===== config.mk =====
export PLATFORM = sky130hd
export DESIGN_NAME = slot_phase_sel
export DESIGN_NICKNAME = d
export VERILOG_FILES = /design/src/rtl/slot_sync_pkg.sv /design/src/rtl/slot_tap_shift.sv /design/src/rtl/slot_err_pipe.sv /design/src/rtl/slot_pick.sv /design/src/rtl/slot_phase_sel.sv
export SDC_FILE = /design/constraint.sdc
export NUM_CORES = 1
export LEC_CHECK = 0
export CAP_MARGIN = 25
export CORE_MARGIN = 8
export CORE_UTILIZATION = 47
export DETAILED_ROUTE_END_ITERATION = 6
export DONT_BUFFER_PORTS = 1
export GPL_ROUTABILITY_DRIVEN = 0
export PLACE_DENSITY = 0.73
export SLEW_MARGIN = 10
export SYNTH_ARGS = -nofsm -noshare
export SYNTH_HDL_FRONTEND = slang
export SYNTH_SLANG_ARGS = --single-unit
export TNS_END_PERCENT = 30

===== constraint.sdc =====
create_clock -name clk -period 5.4 [get_ports clk]
set_input_delay 0.27 -clock clk [delete_from_list [all_inputs] [get_ports clk]]
set_output_delay 0.27 -clock clk [all_outputs]
set_load 0.02 [all_outputs]

===== src/rtl/slot_sync_pkg.sv =====
package slot_sync_pkg;

   typedef enum logic [1:0] {
      ST_HUNT = 2'd0,
      ST_WIN  = 2'd1,
      ST_LOCK = 2'd2
   } pick_state_e;

   function automatic bit is_pow2(int v);
      return (v > 1) && ((v & (v - 1)) == 0);
   endfunction

endpackage


===== src/rtl/slot_tap_shift.sv =====
module slot_tap_shift #(
   parameter int PHASES   = 4,
   parameter int HDR_BITS = 32,
   parameter int PW       = $clog2(PHASES)
) (
   input  logic                clk,
   input  logic                rst_n,
   input  logic                restart,
   input  logic                bit_in,
   output logic [HDR_BITS-1:0] cand,
   output logic                cand_valid,
   output logic [PW-1:0]       cand_phase
);
   localparam int SR_LEN = PHASES * HDR_BITS;
   localparam int FILL_W = $clog2(SR_LEN + 1);

   logic [SR_LEN-1:0] hist_q;
   logic [FILL_W-1:0] fill_q;
   logic [PW-1:0]     pos_q;
   logic [PW-1:0]     head_q;

   always_ff @(posedge clk or negedge rst_n) begin
      if (!rst_n) begin
         hist_q <= '0;
         fill_q <= '0;
         pos_q  <= '0;
         head_q <= '1;
      end else if (restart) begin
         hist_q <= '0;
         fill_q <= '0;
         pos_q  <= '0;
         head_q <= '1;
      end else begin
         hist_q <= {hist_q[SR_LEN-2:0], bit_in};
         if (fill_q != FILL_W'(SR_LEN))
            fill_q <= fill_q + FILL_W'(1);
         pos_q  <= pos_q + PW'(1);
         head_q <= pos_q;
      end
   end

   // one tap per header bit, stepping over the other phases
   for (genvar k = 0; k < HDR_BITS; k++) begin : g_tap
      assign cand[k] = hist_q[k*PHASES];
   end

   assign cand_valid = (fill_q == FILL_W'(SR_LEN));
   assign cand_phase = head_q;

   // history must refill after a restart
   a_r2_refill: assert property (@(posedge clk) disable iff (!rst_n)
      restart |=> !cand_valid);

   // phase index steps by one per accepted bit
   a_r3_phase_step: assert property (@(posedge clk) disable iff (!rst_n)
      !restart |=> cand_phase == $past(cand_phase) + PW'(1));

endmodule


===== src/rtl/slot_err_pipe.sv =====
module slot_err_pipe #(
   parameter int          HDR_BITS  = 32,
   parameter int          SYNC_BITS = 16,
   parameter int          TAIL_BITS = 4,
   parameter logic [HDR_BITS-1:0] PATTERN = 32'hAAAAE98A,
   parameter int          PW        = 2,
   parameter int          SYNC_W    = $clog2(SYNC_BITS + 1),
   parameter int          TAIL_W    = $clog2(TAIL_BITS + 1),
   parameter int          TOT_W     = $clog2(HDR_BITS + 1)
) (
   input  logic                clk,
   input  logic                rst_n,
   input  logic                restart,
   input  logic [HDR_BITS-1:0] cand,
   input  logic                cand_valid,
   input  logic [PW-1:0]       cand_phase,
   input  logic [SYNC_W-1:0]   sync_thr,
   input  logic [TAIL_W-1:0]   tail_thr,
   output logic                q_valid,
   output logic [TOT_W-1:0]    q_total,
   output logic [PW-1:0]       q_phase
);
   localparam int SUM_W = TOT_W + 1;

   logic [HDR_BITS-1:0] miss;
   logic [TOT_W-1:0]    c_tot;
   logic [SYNC_W-1:0]   c_sync;
   logic [TAIL_W-1:0]   c_tail;

   logic                s1_valid;
   logic [TOT_W-1:0]    s1_tot;
   logic [SYNC_W-1:0]   s1_sync;
   logic [TAIL_W-1:0]   s1_tail;
   logic [PW-1:0]       s1_phase;

   assign miss = cand ^ PATTERN;

   always_comb begin
      c_tot  = '0;
      c_sync = '0;
      c_tail = '0;
      for (int i = 0; i < HDR_BITS; i++) begin
         c_tot = c_tot + TOT_W'(miss[i]);
         if (i < SYNC_BITS)
            c_sync = c_sync + SYNC_W'(miss[i]);
         else if (i < SYNC_BITS + TAIL_BITS)
            c_tail = c_tail + TAIL_W'(miss[i]);
      end
   end

   // stage 1: mismatch counts
   always_ff @(posedge clk or negedge rst_n) begin
      if (!rst_n) begin
         s1_valid <= 1'b0;
         s1_tot   <= '0;
         s1_sync  <= '0;
         s1_tail  <= '0;
         s1_phase <= '0;
      end else begin
         s1_valid <= cand_valid && !restart;
         s1_tot   <= c_tot;
         s1_sync  <= c_sync;
         s1_tail  <= c_tail;
         s1_phase <= cand_phase;
      end
   end

   // stage 2: threshold decision
   always_ff @(posedge clk or negedge rst_n) begin
      if (!rst_n) begin
         q_valid <= 1'b0;
         q_total <= '0;
         q_phase <= '0;
      end else begin
         q_valid <= s1_valid && !restart &&
                    (s1_sync <= sync_thr) && (s1_tail <= tail_thr);
         q_total <= s1_tot;
         q_phase <= s1_phase;
      end
   end

   // the partial counts never exceed the total
   a_r4_split: assert property (@(posedge clk) disable iff (!rst_n)
      s1_valid |-> SUM_W'(s1_tot) >= SUM_W'(s1_sync) + SUM_W'(s1_tail));

   // nothing qualifies on the clock after a restart
   a_r2_flush: assert property (@(posedge clk) disable iff (!rst_n)
      restart |=> !q_valid);

endmodule


===== src/rtl/slot_pick.sv =====
module slot_pick
   import slot_sync_pkg::*;
#(
   parameter int PW      = 2,
   parameter int TOT_W   = 6,
   parameter int WIN_LEN = 3
) (
   input  logic             clk,
   input  logic             rst_n,
   input  logic             restart,
   input  logic             q_valid,
   input  logic [TOT_W-1:0] q_total,
   input  logic [PW-1:0]    q_phase,
   output logic [PW-1:0]    phase_sel,
   output logic             slot_found,
   output logic             locked
);
   localparam int CNT_W = $clog2(WIN_LEN + 1);

   pick_state_e      st_q;
   logic [TOT_W-1:0] best_q;
   logic [PW-1:0]    bphase_q;
   logic [CNT_W-1:0] left_q;
   logic             found_q;

   always_ff @(posedge clk or negedge rst_n) begin
      if (!rst_n) begin
         st_q     <= ST_HUNT;
         best_q   <= '0;
         bphase_q <= '0;
         left_q   <= '0;
         found_q  <= 1'b0;
      end else begin
         found_q <= 1'b0;
         if (restart) begin
            st_q     <= ST_HUNT;
            best_q   <= '0;
            bphase_q <= '0;
            left_q   <= '0;
         end else begin
            case (st_q)
               ST_HUNT: if (q_valid) begin
                  best_q   <= q_total;
                  bphase_q <= q_phase;
                  left_q   <= CNT_W'(WIN_LEN);
                  st_q     <= ST_WIN;
               end
               ST_WIN: begin
                  if (q_valid && (q_total < best_q)) begin
                     best_q   <= q_total;
                     bphase_q <= q_phase;
                  end
                  left_q <= left_q - CNT_W'(1);
                  if (left_q == CNT_W'(1)) begin
                     st_q    <= ST_LOCK;
                     found_q <= 1'b1;
                  end
               end
               default: ;
            endcase
         end
      end
   end

   assign phase_sel  = bphase_q;
   assign slot_found = found_q;
   assign locked     = (st_q == ST_LOCK);

   // restart drops the lock
   a_r1_restart_clear: assert property (@(posedge clk) disable iff (!rst_n)
      restart |=> (!locked && !slot_found));

   // found is a single-cycle pulse
   a_r6_pulse: assert property (@(posedge clk) disable iff (!rst_n)
      slot_found |=> !slot_found);

   // found only coincides with a lock
   a_r6_found_locked: assert property (@(posedge clk) disable iff (!rst_n)
      slot_found |-> locked);

   // the lock and its phase hold until restart
   a_r6_hold: assert property (@(posedge clk) disable iff (!rst_n)
      (locked && !restart) |=> (locked && $stable(phase_sel)));

   // the stored total never grows inside the window
   a_r5_no_worse: assert property (@(posedge clk) disable iff (!rst_n)
      (st_q == ST_WIN && $past(st_q == ST_WIN)) |-> best_q <= $past(best_q));

endmodule


===== src/rtl/slot_phase_sel.sv =====
module slot_phase_sel
   import slot_sync_pkg::*;
#(
   parameter int PHASES    = 4,
   parameter int HDR_BITS  = 32,
   parameter int SYNC_BITS = 16,
   parameter int TAIL_BITS = 4,
   parameter logic [HDR_BITS-1:0] HDR_PATTERN = 32'hAAAAE98A,
   parameter int WIN_LEN   = 3,
   localparam int PW       = $clog2(PHASES),
   localparam int SYNC_W   = $clog2(SYNC_BITS + 1),
   localparam int TAIL_W   = $clog2(TAIL_BITS + 1),
   localparam int TOT_W    = $clog2(HDR_BITS + 1)
) (
   input  logic              clk,
   input  logic              rst_n,
   input  logic              restart,
   input  logic              bit_in,
   input  logic [SYNC_W-1:0] sync_thr,
   input  logic [TAIL_W-1:0] tail_thr,
   output logic [PW-1:0]     phase_sel,
   output logic              slot_found,
   output logic              locked
);
   // elaboration-time parameter checks
   if (!is_pow2(PHASES)) begin : g_bad_phases
      $error("PHASES must be a power of two of at least 2");
   end
   if (SYNC_BITS + TAIL_BITS > HDR_BITS) begin : g_bad_fields
      $error("sync and tail fields exceed the header");
   end
   if (WIN_LEN < 1) begin : g_bad_window
      $error("WIN_LEN must be at least 1");
   end

   logic [HDR_BITS-1:0] cand;
   logic                cand_valid;
   logic [PW-1:0]       cand_phase;
   logic                q_valid;
   logic [TOT_W-1:0]    q_total;
   logic [PW-1:0]       q_phase;

   slot_tap_shift #(
      .PHASES   (PHASES),
      .HDR_BITS (HDR_BITS),
      .PW       (PW)
   ) u_taps (
      .clk        (clk),
      .rst_n      (rst_n),
      .restart    (restart),
      .bit_in     (bit_in),
      .cand       (cand),
      .cand_valid (cand_valid),
      .cand_phase (cand_phase)
   );

   slot_err_pipe #(
      .HDR_BITS  (HDR_BITS),
      .SYNC_BITS (SYNC_BITS),
      .TAIL_BITS (TAIL_BITS),
      .PATTERN   (HDR_PATTERN),
      .PW        (PW),
      .SYNC_W    (SYNC_W),
      .TAIL_W    (TAIL_W),
      .TOT_W     (TOT_W)
   ) u_errs (
      .clk        (clk),
      .rst_n      (rst_n),
      .restart    (restart),
      .cand       (cand),
      .cand_valid (cand_valid),
      .cand_phase (cand_phase),
      .sync_thr   (sync_thr),
      .tail_thr   (tail_thr),
      .q_valid    (q_valid),
      .q_total    (q_total),
      .q_phase    (q_phase)
   );

   slot_pick #(
      .PW      (PW),
      .TOT_W   (TOT_W),
      .WIN_LEN (WIN_LEN)
   ) u_pick (
      .clk        (clk),
      .rst_n      (rst_n),
      .restart    (restart),
      .q_valid    (q_valid),
      .q_total    (q_total),
      .q_phase    (q_phase),
      .phase_sel  (phase_sel),
      .slot_found (slot_found),
      .locked     (locked)
   );

endmodule


==> results.toml, run 1 <==
[synthesis]
synth_top_area_cell = "dfrtp_1"
synthAdderAreaFrac = 0.143
synth_top_family_by_area = "adder cells"
synthMuxAreaShare = 0.0146
syn_avg_cell_area_um2 = 12.9
synth_warnings = 0
synth-simple-area-share = 0.138
ys_seq_area_frac = 0.610
synth-xor-area-share = 0.0146
ys_top_cells_by_area = "dfrtp_1, nor2b_1, fa_1, ha_1, inv_1"
synth_nets = 637
synth_edf_count = 0
syn-cell-area_um2 = 7220
ys_seq_elements = 176
synth_compound_area_frac = 0.0267
synth_top_area_share = 0.603
synth_cell_types = 35
synthCells = 562
synthFlopType = "dfrtp_1"
synth-async-reset-ratio = 1.00

[layout]
mostFrequentLayoutCells = "dfrtp_1, nor2b_1, inv_1"
final_cells = 770
mostFrequentLayoutCell = "dfrtp_1"
synthToLayoutAreaGrowth_pct = 10.9
diodes = 0
drive_gt1_frac = 0.0773
final_area_um2 = 8010
utilization = 0.531
finalNetCount = 644

[critical_path]
critPathLaunchType = "flip-flop"
cp_max_fo = 2
crit_arrival_ps = 5480
end_kind = "flip-flop"
path_class = "flip-flop to flip-flop"
r2r_cells = 16
worstReg2RegEnd = "u_errs.s1_tot[5]"
regToRegSetupSlack_ps = 230
r2r-start = "u_taps.hist_q[8]"
crit_required_ps = 5700

[detailed_routing]
dr.pass1.iters = 4
finalWirelength_um = 10600
wl_per_cell_um = 13.8
viasPerCell = 4.70
drt_first_iter_violations = 269
drc = 0
vias = 3619
ant_nets = 0

[die]
die_area_um2 = 19600
core_area_um2 = 15100
die_x_um = 140
fp.dieH_um = 140
io_pins = 16
start_util = 0.479
rows = 45

[clocking]
htree_levels = 4
clk_root_buffer_cell = "clkbuf_16"
clockBufferDepth = 2
clk_pin_slew_worst_paths_ps = 60
clock-sinks = 176
cts_tree = "done"
clk_latency_ps = 420
cts_buffers = 17
cts_setup_buffers = 0

[grt]
grt_pass1_vias = 3849
overflow = 0
antenna_found_initial = 0
grt_pass1_wl_um = 18700
grt_max_degree = 177
grt_use_total = 0.122

[min_path]
min_to = "u_pick.best_q[4]"
hold_start = "restart"
hp-class = "primary input to flip-flop"
min_path_cells = 2

[sta]
skew_ps = 8.73
setup_violations = 0
hold_violations = 0
finalCritPeriodShare = 0.958
finalCriticalPeriod_ps = 5170
fin_hold_ws_ps = 23.6
tightest_slew_ps = 884
max_freq_mhz = 193
finalMaxSlewViolations = 0
relSlewSlack = 0.411
setup_ws_ps = 229

[place]
placed_cell_area_um2 = 7390
port_buffers = 0
post-place-ws_ps = 147
dp.cells = 733
dp_hpwl_um = 6860

[status]
status = "finished clean"

[power_and_ir_drop]
cellLeakagePower_nw = 3.93
ir_drop_uv = 225
power.density_nw_per_um2 = 325

[flow_run]
maxCapViolCount = 0
cells by family after synthesis:
logic type	count (synthesis)
DFF	176
buffers and inverters	100
xor gates and xnor gates	12
muxes	9
and+or+nand+nor	177
adders and majority gates	63
AOI/OAI and AO/OA	25
stage by stage:
step	power [mW]	setup TNS (ps)
6_report	2.60	0
5_1_grt	2.71	-6.51
4_1_cts	2.63	0
3_5_place_dp	1.48	0
3_3_place_gp	1.47	0
2_1_floorplan	1.47	0
how the worst max path moves through the flow:
| stage | cells past startpoint | from | end |
|---|---|---|---|
| 3_3_place_gp | 16 | u_taps.hist_q[8] | u_errs.s1_tot[5] |
| 6_report | 16 | u_taps.hist_q[8] | u_errs.s1_tot[5] |
| 2_1_floorplan | 16 | u_taps.hist_q[8] | u_errs.s1_tot[5] |
| 3_5_place_dp | 16 | u_taps.hist_q[8] | u_errs.s1_tot[5] |
| 4_1_cts | 16 | u_taps.hist_q[8] | u_errs.s1_tot[5] |
| 5_1_grt | 18 | u_taps.hist_q[0] | u_errs.s1_tot[4] |
layout make-up:
class | instances | area (µm²)
Clock buffer | 20 | 437
Clock inverter | 12 | 95.1
Fill cell | 1244 | 7080
Inverter | 83 | 312
Multi-Input combinational cell | 286 | 2440
Sequential cell | 176 | 4410
Tap cell | 188 | 235
Timing Repair Buffer | 5 | 85.1
cells in the mapped netlist (2+ instances only):
| library cell | n |
|---|---|
| nand2_1 | 2 |
| nand3_1 | 5 |
| mux2i_1 | 6 |
| fa_1 | 33 |
| a21o_1 | 4 |
| a21oi_1 | 10 |
| and3_1 | 2 |
| nor2b_1 | 107 |
| clkbuf_1 | 13 |
| nand4_1 | 2 |
| dfrtp_1 | 174 |
| mux2_4 | 3 |
| xor2_1 | 4 |
| dfstp_2 | 2 |
| nor2_1 | 44 |
| o21a_1 | 3 |
| inv_1 | 83 |
| nand2b_1 | 7 |
| ha_1 | 30 |
| nor4b_1 | 2 |
| xnor2_1 | 8 |
| buf_2 | 4 |
| a211oi_1 | 2 |
power by group:
part | switching (mW) | leakage [nW] | internal (mW)
clock network | 0.481 | 0.255 | 0.627
registers | 0.0139 | 2.39 | 1.35
logic | 0.0860 | 1.28 | 0.0497
timing repair:
item	CTS	global route
hold buffers	5	0
setup endpoints to repair	0	2
hold endpoints to repair	319	0
gates resized for setup	0	2
flip-flops by register name, summed over array words and instances (netlist names), 2 cells and up:
name	flops
u_taps.hist_q	125
u_taps.pos_q	2
u_pick.st_q	2
u_errs.s1_tail	3
u_errs.q_phase	2
u_errs.s1_sync	5
u_taps.cand_phase	2
u_pick.best_q	6
u_errs.s1_phase	2
u_errs.q_total	6
u_taps.fill_q	8
u_pick.phase_sel	2
u_pick.left_q	2
u_errs.s1_tot	6
worst max-delay path, stage by stage (launching register included):
cell and delay, ps:
dfrtp_1 360, inv_1 90, fa_1 440, fa_1 510, inv_2 60, fa_1 490
fa_1 450, fa_1 500, fa_1 560, inv_1 60, fa_1 580, inv_1 60
ha_1 290, a21o_1 190, a21oi_2 170, nor2b_1 70, o21a_1 170
metal layers:
metal  vias to the layer above  routed length [µm]  GRT usage
met2                        35                5170      0.191
li1                       1709                   -          -
met4                         0                 176     0.0526
met3                        13                 292     0.0398
met1                      1862                5000      0.153
met5                         -                   0          0
Note: power is estimated with default switching activity, not from simulation.
==> run 2: changes to the inputs <==
--- a/config.mk
+++ b/config.mk
@@ -6,12 +6,14 @@
 export NUM_CORES = 1
 export LEC_CHECK = 0
 export CAP_MARGIN = 25
+export CELL_PAD_IN_SITES_DETAIL_PLACEMENT = 0
+export CELL_PAD_IN_SITES_GLOBAL_PLACEMENT = 2
 export CORE_MARGIN = 8
-export CORE_UTILIZATION = 47
+export CORE_UTILIZATION = 45
 export DETAILED_ROUTE_END_ITERATION = 6
 export DONT_BUFFER_PORTS = 1
 export GPL_ROUTABILITY_DRIVEN = 0
-export PLACE_DENSITY = 0.73
+export PLACE_DENSITY = 0.9
 export SLEW_MARGIN = 10
 export SYNTH_ARGS = -nofsm -noshare
 export SYNTH_HDL_FRONTEND = slang
==> results.toml, run 2 (synthesized netlist as in run 1, its figures left out) <==
[sta]
final.setup.tns_ps = 0
finalCritPeriodShare = 0.953
finalCriticalPeriod_ps = 5150
max_freq_mhz = 194
finalMaxSlewViolations = 0
relSlewSlack = 0.347
setup_violations = 0
tightest_slew_ps = 979
grt_setup_unrepaired = "false"
setup_ws_ps = 251
skew_ps = 7.43
hold_violations = 0

[layout]
reg_top3 = "u_taps.hist_q: 125 flops, u_taps.fill_q: 8 flops"
largest_register_ff_count = 125
synthToLayoutAreaGrowth_pct = 11.6
diodes = 0
fillerInstances = 1397
finalNetCount = 643
top_register = "u_taps.hist_q"
mostFrequentLayoutCell = "dfrtp_1"
drive_gt1_frac = 0.0707
mostFrequentLayoutCells = "dfrtp_1, nor2b_1, inv_1"

[power_and_ir_drop]
clkPwrFrac = 0.435
power.density_nw_per_um2 = 329
finalPower_mw = 2.65
p_int_mw = 2.09
power.share.combinational = 0.051
cellLeakagePower_nw = 3.95
swShare = 0.212
power_switching_uw = 562
ir_drop_uv = 214
pwr-share-seq = 0.514

[clocking]
cts_resized = 0
clockBufferDepth = 2
cts_setup_buffers = 0
clock-sinks = 176
cts_tree = "done"
cts_buffers = 17
htree_levels = 4
postCtsHoldBufs = 4
clk_latency_ps = 420
clk_root_buffer_cell = "clkbuf_16"
clk_pin_slew_worst_paths_ps = 60

[flow_run]
maxCapViolCount = 0

[min_path]
hp-class = "primary input to flip-flop"

[critical_path]
cp_max_fo = 2
crit_required_ps = 5700
critPathLaunchType = "flip-flop"
critPathSlowestCell = "fa_1"
critPathTopFamily = "adder cells"
worst-path-buf-inv = 4
path_class = "flip-flop to flip-flop"
worstPathCellList = "inv_1 > fa_1 > fa_1 > inv_1 > fa_1 > fa_1 > fa_1 > fa_1 > inv_1 > fa_1 > inv_1 > ha_1 > a21o_1 > a21oi_1 > nor2b_1 > o21a_1"
path_common_cell = "fa_1"
max_stage_delay_ps = 590
end_kind = "flip-flop"
crit_arrival_ps = 5450

[die]
io_pins = 16
start_util = 0.458
core_area_um2 = 15800
rows = 46
die_x_um = 143
fp.dieH_um = 143
die_area_um2 = 20400

[detailed_routing]
ant_nets = 0
finalWirelength_um = 10500
vias = 3579
dr.pass1.iters = 4
viasPerCell = 4.50
wl_per_cell_um = 13.2
drc = 0
drt_first_iter_violations = 193

[grt]
overflow = 0
grt_max_degree = 177
grt_pass1_vias = 3689
grt_use_total = 0.117
grt_pass1_wl_um = 18100
antenna_found_initial = 0

[status]
status = "finished clean"

[place]
port_buffers = 0
post-place-ws_ps = 216
dp_hpwl_um = 6620
-- run 2: power groups by stage --
stage / Clock (mW) / Combinational, mW / Sequential, mW
detailed placement: 0 / 0.0917 / 1.38
CTS: 1.19 / 0.139 / 1.36
global placement: 0 / 0.0860 / 1.38
global route: 1.24 / 0.157 / 1.36
floorplan: 0 / 0.0900 / 1.38
finish: 1.15 / 0.135 / 1.36
-- run 2: path summary, 6_finish.rpt --
check / start / end / slack (ps) / cells past startpoint
min: restart / u_pick.best_q[2] / 20 / 2
max: u_taps.hist_q[8] / u_errs.s1_tot[5] / 250 / 16
min reg2reg: u_errs.s1_phase[0] / u_errs.q_phase[0] / 350 / 0
max in group asynchronous: rst_n / u_taps.hist_q[59] / 4140 / 2
min in group asynchronous: rst_n / u_pick.left_q[0] / 410 / 2
max reg2reg: u_taps.hist_q[8] / u_errs.s1_tot[5] / 250 / 16
-- run 2: routing by layer --
layer  part of all wire  GRT usage
met5                  0          0
met4              0.013     0.0487
met3              0.037     0.0397
met2               0.47      0.177
met1               0.48      0.151
-- run 2: per-stage QoR --
stage | cells | hold WS, ps | utilization | instance area, µm²
5_1_grt | 796 | 6.00 | 0.511 | 8060
6_report | 796 | 22.0 | 0.511 | 8060
4_1_cts | 796 | 0.393 | 0.511 | 8060
3_3_place_gp | 761 | -20.1 | 0.471 | 7420
2_1_floorplan | 562 | -25.6 | - | 7220
3_5_place_dp | 761 | -19.6 | 0.471 | 7420
-- run 2: layout make-up --
type / count / area (µm²) / share of cell area
multi-input combinational: 286 / 2430 / 0.302
clock inverter: 5 / 52.6 / 0.00652
timing repair buffer: 4 / 75.1 / 0.00931
clock buffer: 26 / 509 / 0.0632
sequential: 176 / 4410 / 0.547
inverter: 83 / 312 / 0.0387
tap: 216 / 270 / 0.0335
